File: src/rtl/nor_seq_pkg.sv
package nor_seq_pkg;

  typedef enum logic [2:0] {
    OP_PROG        = 3'd0,
    OP_SECT_ERASE  = 3'd1,
    OP_CHIP_ERASE  = 3'd2,
    OP_BYP_ENTER   = 3'd3,
    OP_BYP_EXIT    = 3'd4,
    OP_READ_MODE   = 3'd5,
    OP_SEC_ENTER   = 3'd6,
    OP_SEC_EXIT    = 3'd7
  } nor_op_e;

  typedef enum logic [1:0] {
    ADR_KEY1   = 2'd0,
    ADR_KEY2   = 2'd1,
    ADR_TARGET = 2'd2,
    ADR_BASE   = 2'd3
  } adr_sel_e;

  typedef enum logic [1:0] {
    PH_IDLE   = 2'd0,
    PH_SETUP  = 2'd1,
    PH_STROBE = 2'd2,
    PH_HOLD   = 2'd3
  } phase_e;

  typedef struct packed {
    adr_sel_e    asel;
    logic        use_word;
    logic [7:0]  cmd;
  } step_t;

  localparam int STEP_W = 3;

  function automatic step_t mk(adr_sel_e a, logic w, logic [7:0] c);
    step_t s;
    s.asel = a;
    s.use_word = w;
    s.cmd = c;
    return s;
  endfunction

  // Unlock address for a width mode; second selects the other key.
  function automatic logic [15:0] key_addr(logic [1:0] mode, logic second);
    logic [15:0] a;
    case (mode)
      2'd0:    a = second ? 16'h02AA : 16'h0555;
      2'd1:    a = second ? 16'h0555 : 16'h0AAA;
      2'd2:    a = second ? 16'h0554 : 16'h0AAA;
      default: a = second ? 16'h0AAA : 16'h1555;
    endcase
    return a;
  endfunction

  // Number of bus cycles in a sequence.
  function automatic logic [STEP_W-1:0] seq_len(nor_op_e op, logic byp);
    logic [STEP_W-1:0] n;
    case (op)
      OP_PROG:                     n = byp ? 3'd2 : 3'd4;
      OP_SECT_ERASE, OP_CHIP_ERASE: n = 3'd6;
      OP_BYP_ENTER, OP_SEC_ENTER:  n = 3'd3;
      OP_BYP_EXIT:                 n = 3'd2;
      OP_READ_MODE:                n = 3'd1;
      default:                     n = 3'd4;
    endcase
    return n;
  endfunction

  // Descriptor of cycle idx of a sequence.
  function automatic step_t seq_step(nor_op_e op, logic byp, logic [STEP_W-1:0] idx);
    step_t s;
    s = mk(ADR_BASE, 1'b0, 8'hF0);
    if (idx == 3'd0) s = mk(ADR_KEY1, 1'b0, 8'hAA);
    if (idx == 3'd1) s = mk(ADR_KEY2, 1'b0, 8'h55);
    case (op)
      OP_PROG: begin
        if (byp) begin
          s = (idx == 3'd0) ? mk(ADR_BASE, 1'b0, 8'hA0) : mk(ADR_TARGET, 1'b1, 8'h00);
        end else if (idx == 3'd2) begin
          s = mk(ADR_KEY1, 1'b0, 8'hA0);
        end else if (idx == 3'd3) begin
          s = mk(ADR_TARGET, 1'b1, 8'h00);
        end
      end
      OP_SECT_ERASE, OP_CHIP_ERASE: begin
        case (idx)
          3'd2: s = mk(ADR_KEY1, 1'b0, 8'h80);
          3'd3: s = mk(ADR_KEY1, 1'b0, 8'hAA);
          3'd4: s = mk(ADR_KEY2, 1'b0, 8'h55);
          3'd5: s = (op == OP_SECT_ERASE) ? mk(ADR_TARGET, 1'b0, 8'h30)
                                          : mk(ADR_KEY1, 1'b0, 8'h10);
          default: ;
        endcase
      end
      OP_BYP_ENTER: if (idx == 3'd2) s = mk(ADR_KEY1, 1'b0, 8'h20);
      OP_BYP_EXIT:  s = (idx == 3'd0) ? mk(ADR_BASE, 1'b0, 8'h90) : mk(ADR_BASE, 1'b0, 8'h00);
      OP_READ_MODE: s = mk(ADR_BASE, 1'b0, 8'hF0);
      OP_SEC_ENTER: if (idx == 3'd2) s = mk(ADR_KEY1, 1'b0, 8'h88);
      default: begin
        if (idx == 3'd2) s = mk(ADR_KEY1, 1'b0, 8'h90);
        if (idx == 3'd3) s = mk(ADR_KEY1, 1'b0, 8'h00);
      end
    endcase
    return s;
  endfunction

endpackage

File: src/rtl/nor_step_rom.sv
module nor_step_rom
  import nor_seq_pkg::*;
#(
  parameter int AW = 24,
  parameter int DW = 16
) (
  input  nor_op_e           op,
  input  logic [1:0]        mode,
  input  logic              byp,
  input  logic [STEP_W-1:0] idx,
  input  logic [AW-1:0]     tgt_addr,
  input  logic [DW-1:0]     tgt_data,
  output logic [AW-1:0]     cyc_addr,
  output logic [DW-1:0]     cyc_data,
  output logic              cyc_last
);
  step_t             st;
  logic [STEP_W-1:0] len;

  assign st  = seq_step(op, byp, idx);
  assign len = seq_len(op, byp);

  always_comb begin
    case (st.asel)
      ADR_KEY1:   cyc_addr = AW'(key_addr(mode, 1'b0));
      ADR_KEY2:   cyc_addr = AW'(key_addr(mode, 1'b1));
      ADR_TARGET: cyc_addr = tgt_addr;
      default:    cyc_addr = '0;
    endcase
    cyc_data = st.use_word ? tgt_data : DW'(st.cmd);
  end

  assign cyc_last = (idx == len - 3'd1);
endmodule

File: src/rtl/nor_strobe_timer.sv
module nor_strobe_timer
  import nor_seq_pkg::*;
#(
  parameter int STROBE_CLKS = 2
) (
  input  logic clk,
  input  logic rst_n,
  input  logic start,
  output logic we_n,
  output logic slot_end
);
  localparam int CW = $clog2(STROBE_CLKS + 1);

  phase_e        ph, ph_n;
  logic [CW-1:0] cnt, cnt_n;

  always_comb begin
    ph_n  = ph;
    cnt_n = cnt;
    case (ph)
      PH_IDLE:  if (start) ph_n = PH_SETUP;
      PH_SETUP: begin
        ph_n  = PH_STROBE;
        cnt_n = CW'(1);
      end
      PH_STROBE: begin
        if (cnt == CW'(STROBE_CLKS)) ph_n = PH_HOLD;
        else cnt_n = cnt + CW'(1);
      end
      default:  ph_n = start ? PH_SETUP : PH_IDLE;
    endcase
  end

  always_ff @(posedge clk) begin
    if (!rst_n) begin
      ph   <= PH_IDLE;
      cnt  <= '0;
      we_n <= 1'b1;
    end else begin
      ph   <= ph_n;
      cnt  <= cnt_n;
      we_n <= (ph_n != PH_STROBE);
    end
  end

  assign slot_end = (ph == PH_HOLD);
endmodule

File: src/rtl/nor_bypass_flag.sv
module nor_bypass_flag
  import nor_seq_pkg::*;
(
  input  logic    clk,
  input  logic    rst_n,
  input  logic    finish,
  input  nor_op_e op,
  output logic    byp
);
  always_ff @(posedge clk) begin
    if (!rst_n) byp <= 1'b0;
    else if (finish) begin
      if (op == OP_BYP_ENTER) byp <= 1'b1;
      else if (op == OP_BYP_EXIT) byp <= 1'b0;
    end
  end
endmodule

File: src/rtl/nor_cmd_seq.sv
module nor_cmd_seq
  import nor_seq_pkg::*;
#(
  parameter int AW          = 24,
  parameter int DW          = 16,
  parameter int STROBE_CLKS = 2
) (
  input  logic          clk,
  input  logic          rst_n,
  input  logic          req_valid,
  output logic          req_ready,
  input  logic [2:0]    req_op,
  input  logic [1:0]    req_mode,
  input  logic [AW-1:0] req_addr,
  input  logic [DW-1:0] req_data,
  output logic [AW-1:0] bus_addr,
  output logic [DW-1:0] bus_data,
  output logic          bus_we_n,
  output logic          done
);
  logic              busy_q, last_q, byp;
  nor_op_e           op_q;
  logic [1:0]        mode_q;
  logic [AW-1:0]     addr_q;
  logic [DW-1:0]     data_q;
  logic [STEP_W-1:0] idx_q;

  // Named internal events
  logic              accept, slot_end, advance, finish, start;
  nor_op_e           sel_op;
  logic [1:0]        sel_mode;
  logic [AW-1:0]     sel_addr, rom_addr;
  logic [DW-1:0]     sel_data, rom_data;
  logic [STEP_W-1:0] sel_idx;
  logic              rom_last;

  assign req_ready = !busy_q;
  assign accept    = req_valid && req_ready;
  assign advance   = busy_q && slot_end && !last_q;
  assign finish    = busy_q && slot_end && last_q;
  assign start     = accept || advance;

  assign sel_op   = accept ? nor_op_e'(req_op) : op_q;
  assign sel_mode = accept ? req_mode : mode_q;
  assign sel_addr = accept ? req_addr : addr_q;
  assign sel_data = accept ? req_data : data_q;
  assign sel_idx  = accept ? '0 : idx_q + 3'd1;

  nor_step_rom #(.AW(AW), .DW(DW)) u_rom (
    .op(sel_op), .mode(sel_mode), .byp(byp), .idx(sel_idx),
    .tgt_addr(sel_addr), .tgt_data(sel_data),
    .cyc_addr(rom_addr), .cyc_data(rom_data), .cyc_last(rom_last)
  );

  nor_strobe_timer #(.STROBE_CLKS(STROBE_CLKS)) u_timer (
    .clk(clk), .rst_n(rst_n), .start(start),
    .we_n(bus_we_n), .slot_end(slot_end)
  );

  nor_bypass_flag u_byp (
    .clk(clk), .rst_n(rst_n), .finish(finish), .op(op_q), .byp(byp)
  );

  always_ff @(posedge clk) begin
    if (!rst_n) begin
      busy_q   <= 1'b0;
      last_q   <= 1'b0;
      op_q     <= OP_PROG;
      mode_q   <= '0;
      addr_q   <= '0;
      data_q   <= '0;
      idx_q    <= '0;
      bus_addr <= '0;
      bus_data <= '0;
      done     <= 1'b0;
    end else begin
      done <= finish;
      if (accept) begin
        busy_q <= 1'b1;
        op_q   <= sel_op;
        mode_q <= req_mode;
        addr_q <= req_addr;
        data_q <= req_data;
      end else if (finish) begin
        busy_q <= 1'b0;
      end
      if (start) begin
        idx_q    <= sel_idx;
        last_q   <= rom_last;
        bus_addr <= rom_addr;
        bus_data <= rom_data;
      end
    end
  end
endmodule

File: config.mk
export PLATFORM = sky130hd
export DESIGN_NAME = nor_cmd_seq
export DESIGN_NICKNAME = d
export VERILOG_FILES = /design/src/rtl/nor_seq_pkg.sv /design/src/rtl/nor_step_rom.sv /design/src/rtl/nor_strobe_timer.sv /design/src/rtl/nor_bypass_flag.sv /design/src/rtl/nor_cmd_seq.sv
export SDC_FILE = /design/constraint.sdc
export NUM_CORES = 1
export LEC_CHECK = 0
export ABC_CLOCK_PERIOD_IN_PS = 3250
export BUFFER_PORTS_ARGS = -buffer_cell sky130_fd_sc_hd__buf_2
export CAP_MARGIN = 20
export CORE_MARGIN = 2
export CORE_UTILIZATION = 51
export DETAILED_ROUTE_END_ITERATION = 8
export GPL_TIMING_DRIVEN = 0
export HOLD_SLACK_MARGIN = 0.05
export PLACE_DENSITY = 0.76
export RECOVER_POWER = 25
export SLEW_MARGIN = 10
export SYNTH_ARGS = -nofsm -noshare
export SYNTH_HDL_FRONTEND = slang
export SYNTH_HIERARCHICAL = 1
export SYNTH_SLANG_ARGS = --single-unit
File: constraint.sdc
create_clock -name clk -period 3.25 [get_ports clk]
set_clock_uncertainty 0.05 [all_clocks]
set_input_delay 0.65 -clock clk [delete_from_list [all_inputs] [get_ports clk]]
set_output_delay 0.65 -clock clk [all_outputs]
set_load 0.005 [all_outputs]
---- Yosys cells after proc, flatten, opt, wreduce, memory -nomap -nowiden ----
Cells that the tools add are included.
word-level totals
  bits in registers ....................... 97
  latch bits .............................. 0
  memory bits (writable) .................. 0
  ROM bits ................................ 0
  bits of input ports ..................... 48
  output and inout bits ................... 43
  logic and storage cells ................. 96
  memories kept ........................... 0
operators by class
  $add $sub $neg .......................... 3
  $mul .................................... 0
  div/mod/pow operators ................... 0
  order comparisons ....................... 0
  equal/unequal tests ..................... 24
  shifts and indexed selects .............. 0
  mux-type cells .......................... 35
  bitwise logic cells ..................... 0
  reduce and logical (&&, ||, !) cells .... 20
operators with widths
  cell                  number
  $mux W11              10
  $pmux W24 S3          1
  $pmux W11 S6          1
  $pmux W11 S4          1
  $pmux W12 S3          1
  $mux W16              2
  $pmux W13 S2          1
  $mux W24              1
  $eq A3 B3 Y1 const B  6
  $eq A3 B2 Y1 const B  5
  $pmux W3 S5           1
  $eq A2 B2 Y1 const B  5
  $mux W10              1
  $mux W3               3
  $mux W2               4
  $mux W8               1
  $eq A2 B1 Y1 const B  3
  $eq A3 B1 Y1 const B  2
  $logic_not A2 Y1      3
  $logic_not A3 Y1      2
  $pmux W2 S3           1
  $reduce_bool A2 Y1    3
  $reduce_or A2 Y1      3
  $mux W1               5
  other kinds (10)      16

---- Logic depth before layout (Yosys ltp) ----
  depth after elaboration ................. 12
  depth in mapped cells ................... 13
  gate-level depth less buffers ........... 11

---- By module ----
The synthesis kept the hierarchy.
modules (own cells, without submodules)
  module            times used  cells each  area an instance (µm²)  seq. area each (µm²)
  nor_cmd_seq       1           351         3,818.7                 1,821.7
  nor_step_rom      1           175         1,202.4                 0.0
  nor_strobe_timer  1           26          260.2                   100.1
  nor_bypass_flag   1           5           60.1                    20.0

---- Worst setup path before layout ----
OpenSTA, ideal clock, no wires.
  path type ............................... input -> register
  start point ............................. in req_valid
  end point ............................... reg bus_addr[10]
  library setup time ...................... 118 ps
  arrival time ............................ 2,895 ps
  required time ........................... 3,082 ps
  path slack .............................. 187 ps
  cell stages on the path ................. 11
  buffers on the path ..................... 2
  path through ............................ nor2b_1 -> mux2_2 -> buf_4 -> nand2b_4 -> o32a_1 -> a311oi_4 -> nor2_4 -> buf_6 -> a22o_1 -> nand2_1 -> mux2i_1
between the ends
  elaborated cells between the ends (all ways) .. 43
  those cells by class .................... 15 x eq/ne; 20 x mux; 8 x reduce/logical
RTL lines
  what                                  line                                  source
  from (decl)                           nor_cmd_seq.sv:10                     input logic req_valid,
  $logic_and A1 B1 Y1 *                 nor_cmd_seq.sv:38                     assign accept = req_valid && req_ready;
  $mux W3 *                             nor_cmd_seq.sv:43                     assign sel_op = accept ? nor_op_e'(req_op) : op_q;
  net sel_op[2]                         nor_cmd_seq.sv:30                     nor_op_e sel_op;
  $eq A3 B1 Y1                          nor_seq_pkg.sv:76, nor_seq_pkg.sv:91
  $mux W11                              nor_seq_pkg.sv:91                     3'd5: s = (op == OP_SECT_ERASE) ? mk(ADR_TARGET, 1'b0, 8'h30)
  $pmux W11 S4                          nor_seq_pkg.sv:87                     case (idx)
  $pmux W11 S6 *                        nor_seq_pkg.sv:76                     case (op)
  $eq A2 B2 Y1 (tied with other cells)  nor_step_rom.sv:24                    case (st.asel)
  $pmux W24 S3 *                        nor_step_rom.sv:24
  net rom_addr[10]                      nor_cmd_seq.sv:32                     logic [AW-1:0] sel_addr, rom_addr;
  to (signal assigned)                  nor_cmd_seq.sv:90                     bus_addr <= rom_addr;
  to (decl)                             nor_cmd_seq.sv:16                     output logic [AW-1:0] bus_addr,
Mark *: on every way through the listed nets, which the timed path passes. The rest lies on a longest branch.
A chain may end at the register's enable or synchronous reset.

---- Worst setup path in the final report ----
  start point ............................. in req_valid
  end point ............................... reg bus_addr[3]
Same word-level chain as after synthesis.

==> implementation parameters <==
Parameter                              Value

Synthesis
  Syn avg cell area ... between 9 and 10 um2
  Synthesized-area fraction occupied by xor and xnor cells ... 1.66%
  Register bit count reported by yosys ... 97
  Cell types with the largest area share after synthesis ... dfxtp_1 36%, mux2_4 10%, and2_1 8.2%, mux2i_1 7.9%, nand2_1 6.6%
  Count of mapped cells out of synthesis ... 557
  Share of the synthesized area in compound gates (AO/OA/AOI/OAI) ... 11.9%
  Area share of the largest cell type after synthesis ... around 36%
  Share of synthesized flip-flops with an asynchronous set or reset ... 0%
  Post-synth design cell area ... 5340 um2
  Count of cell types in the netlist ... 65
  Mux contribution to synthesized area ... between 20% and 30%
  Share of synthesized cell area in and, or, nand and nor gates ... 21.4%
  Number of enable-type register cells in the synthesized netlist ... 0
  Fraction of the mapped netlist area in adder cells ... under 10%
  Net count of the mapped netlist ... 614
  Yosys warns ... 6
  Post-synth top flop ... dfxtp_1
  Largest family of logic cells by synthesized area ... simple AND/OR/NAND/NOR gates
  Sequential cell area fraction in the yosys report ... 36.4%
  Largest area contributor in the netlist ... dfxtp_1

Routing
  Routed Wire Length ... roughly 13000 um
  Wire per inst ... 15.8 um
  Initial DRC count ... 422
  Drt first pass iters ... 5
  Via count of the routed design ... 4271
  Drt via density ... 5.35
  Count of nets left with antenna violations after detail routing ... 0
  Post-route DRC ... 0

Cells and area
  Net count, final ... 715
  Most common cell after layout, fill and taps aside ... dfxtp_1
  Synthesis-to-finish area growth ... 15.6%
  Fillers ... 899
  Share of cells above drive strength 1 ... between 20% and 30%
  Finished Core Util ... 60.4%
  Commonest non-fill, non-tap cells in the layout ... 97 x dfxtp_1, 94 x nand2_1, 94 x buf_2
  Final cell count without fillers ... 799
  Diodes inserted ... 0

Hold path
  Beginning of the worst hold path ... bus_data[4]
  Worst hold path depth ... 2
  Hold Path Class ... flip-flop to flip-flop

Global routing
  Global-route wire length before repair ... ~20000 um
  Largest net degree at the start of global routing ... 19
  Met2 track demand over resource ... 36.8%
  Number of global-route vias before repair ... roughly 4200
  Total gr overflow ... 0
  Busiest layer in global routing ... met2
  Met1 usage in global routing ... 29.5%
  Total Routing Usage GR ... 22.6%
  Antenna violations before repair ... 0
  Global Route met3 Usage ... roughly 5.6%

Critical path
  Endpoint kind of the worst setup timing path ... flip-flop
  Arrival time of the worst setup path ... 3.28 ns
  FF-to-FF Start ... busy_q
  Required @ worst endpoint ... around 3.5 ns
  Peak fanout along the critical path ... 10
  Critical path type ... input pin to flip-flop
  Launching element of the worst setup path ... req_valid
  Kind of launch point of the worst setup path ... input pin
  Depth of the worst register-to-register path ... 13

Status
  Result of the run ... completed

Clock network
  Count of hold buffers inserted by post-cts repair ... 0
  Num CTS Buffers ... 9
  Number of clock sinks ... 97
  Clock latency reported for the late side of the worst-skew pair ... ~0.37 ns
  Maximum root-to-sink buffer count ... 2
  Clock tree from TritonCTS ... built
  Level count of the clock H-tree ... 3
  Clk Tree Root Cell ... clkbuf_8
  Clock transition at the register clock pins on the worst setup and hold paths after CTS ... ~0.10 ns

Die
  Die area ... about 11000 um2
  Number of placement rows ... 37
  I/O pin total ... 91
  Initial cell density of the core ... 52.2%
  Floorplan die height ... roughly 110 um
  Core Footprint ... between 10000 and 15000 um2
  Overall die width ... 106 um

Timing
  Final WS setup ... 0.187 ns
  Final setup violation count ... 0
  Final Slew Violations ... 0
  Measured slew at the worst slew-check pin ... 0.624 ns
  Worst hold margin ... 0.407 ns
  Total negative slack ... 0 ns
  Minimum period implied by the final worst setup slack ... just over 3 ns
  Peak Freq ... between 0.3 and 0.4 GHz
  Slew margin rel. ... 58.4%
  Tcrit/Tclk final ... approximately 94%
  Fin. Hold Viols ... 0

Power
  Max rail drop VDD ... around 0.27 mV
  Cell internal power dissipation ... 1.91 mW
  Fraction of power spent switching nets ... 30.5%
  Sw Pwr ... between 800 and 900 uW
  Power per cell area ... 445 nW/um2
  Sequential share of power ... a little under half
  Static leakage power ... 2.89 nW
  Power share of the combinational group ... 24.3%
  Proportion of power drawn by the clock network ... between 20 and 30%

Placed design
  GPL Wtd Cong ... 0.915
  Post-place setup slack ... -0.416 ns
  Port Buffer Count ... 90
  Cell count after placement ... 783
  Half-perimeter wire length of the detailed placement result ... 9250 um

Run
  Number of maximum-capacitance violations ... 0
==> layer usage <==
layer,up-vias,part of all wire (%),wire length (um)
met1,2028,46,5800
met5,-,0,0
met3,18,5.7,722
met2,121,47,5940
met4,0,1.2,155
li1,2104,-,-
==> power groups by stage <==
stage	clock, mW	sequential (mW)	combinational (mW)
floorplan	0	1.32	0.486
global placement	0	1.32	0.649
detailed placement	0	1.32	0.660
CTS	0.803	1.30	0.664
global route	0.850	1.30	0.730
finish	0.783	1.30	0.666
==> per-stage QoR <==
stage | power, mW | area [um2]
after detailed placement | 1.98 | 5960
after global routing | 2.88 | 6180
after CTS | 2.76 | 6160
after floorplan | 1.81 | 5340
after global placement | 1.97 | 5960
final | 2.75 | 6180
==> cell usage after synthesis, types with 2 or more instances <==
library cell,instances
o21ai_1,3
xor2_1,3
o21a_1,2
buf_1,2
nor2b_1,6
xnor2_1,4
and3_1,2
a211o_1,2
a32oi_1,2
nand2b_1,4
ha_1,9
nor3_1,6
clkbuf_1,20
o21ai_0,20
mux2i_1,42
nand2_1,94
o2bb2ai_1,7
dfxtp_1,97
a21o_1,6
mux2_2,9
nand3_1,5
a221o_1,2
nand2b_4,2
inv_1,12
buf_12,4
o221ai_1,2
o32a_1,2
nor2_1,12
and2_1,70
a22o_1,6
a21oi_1,15
buf_6,7
or2_2,2
buf_2,5
buf_4,2
mux2_4,37
nand3b_1,4
==> final cells by class <==
class	count	area, um2	area share, %
tap	136	170	2.76
sequential	97	1940	31.4
clock inverter	6	61.3	0.993
clock buffer	10	138	2.23
inverter	12	45.0	0.729
timing repair buffer	90	449	7.27
buffer	41	300	4.86
multi-input combinational	407	3070	49.7
==> flip-flops by register name, indices dropped and copies added (netlist names), 3 cells and up <==
signal    flops
addr_q       24
bus_data     16
op_q          3
idx_q         3
data_q       16
bus_addr     24
==> final timing paths <==
kind                      end  slack [ns]
setup / recovery  bus_addr[3]        0.19
hold / removal    bus_data[4]        0.41
setup reg to reg  bus_addr[3]        0.21
hold reg to reg   bus_data[4]        0.41
==> cells by family after synthesis <==
logic type | Yosys count
buffers and inverters | 53
adders and majority gates | 9
and+or+nand+nor | 218
muxes | 88
AOI/OAI and AO/OA | 84
DFF | 97
xor gates and xnor gates | 8
==> repair_timing <==
action / CTS / global route
endpoints found under the setup margin: 8 / 37
buffers inserted: 0 / 0
resized for setup: 2 / 4
pin swaps: 0 / 3
==> critical path, cell delays in order <==
cell	delay, ns
buf_2	0.13
nor2b_4	0.22
mux2_2	0.36
buf_4	0.17
nand2b_4	0.16
o32a_1	0.35
a311oi_4	0.59
nor2_4	0.11
buf_2	0.22
o2bb2ai_1	0.15
nand2_1	0.08
mux2i_1	0.07
Power figures use the tool's default switching activity.
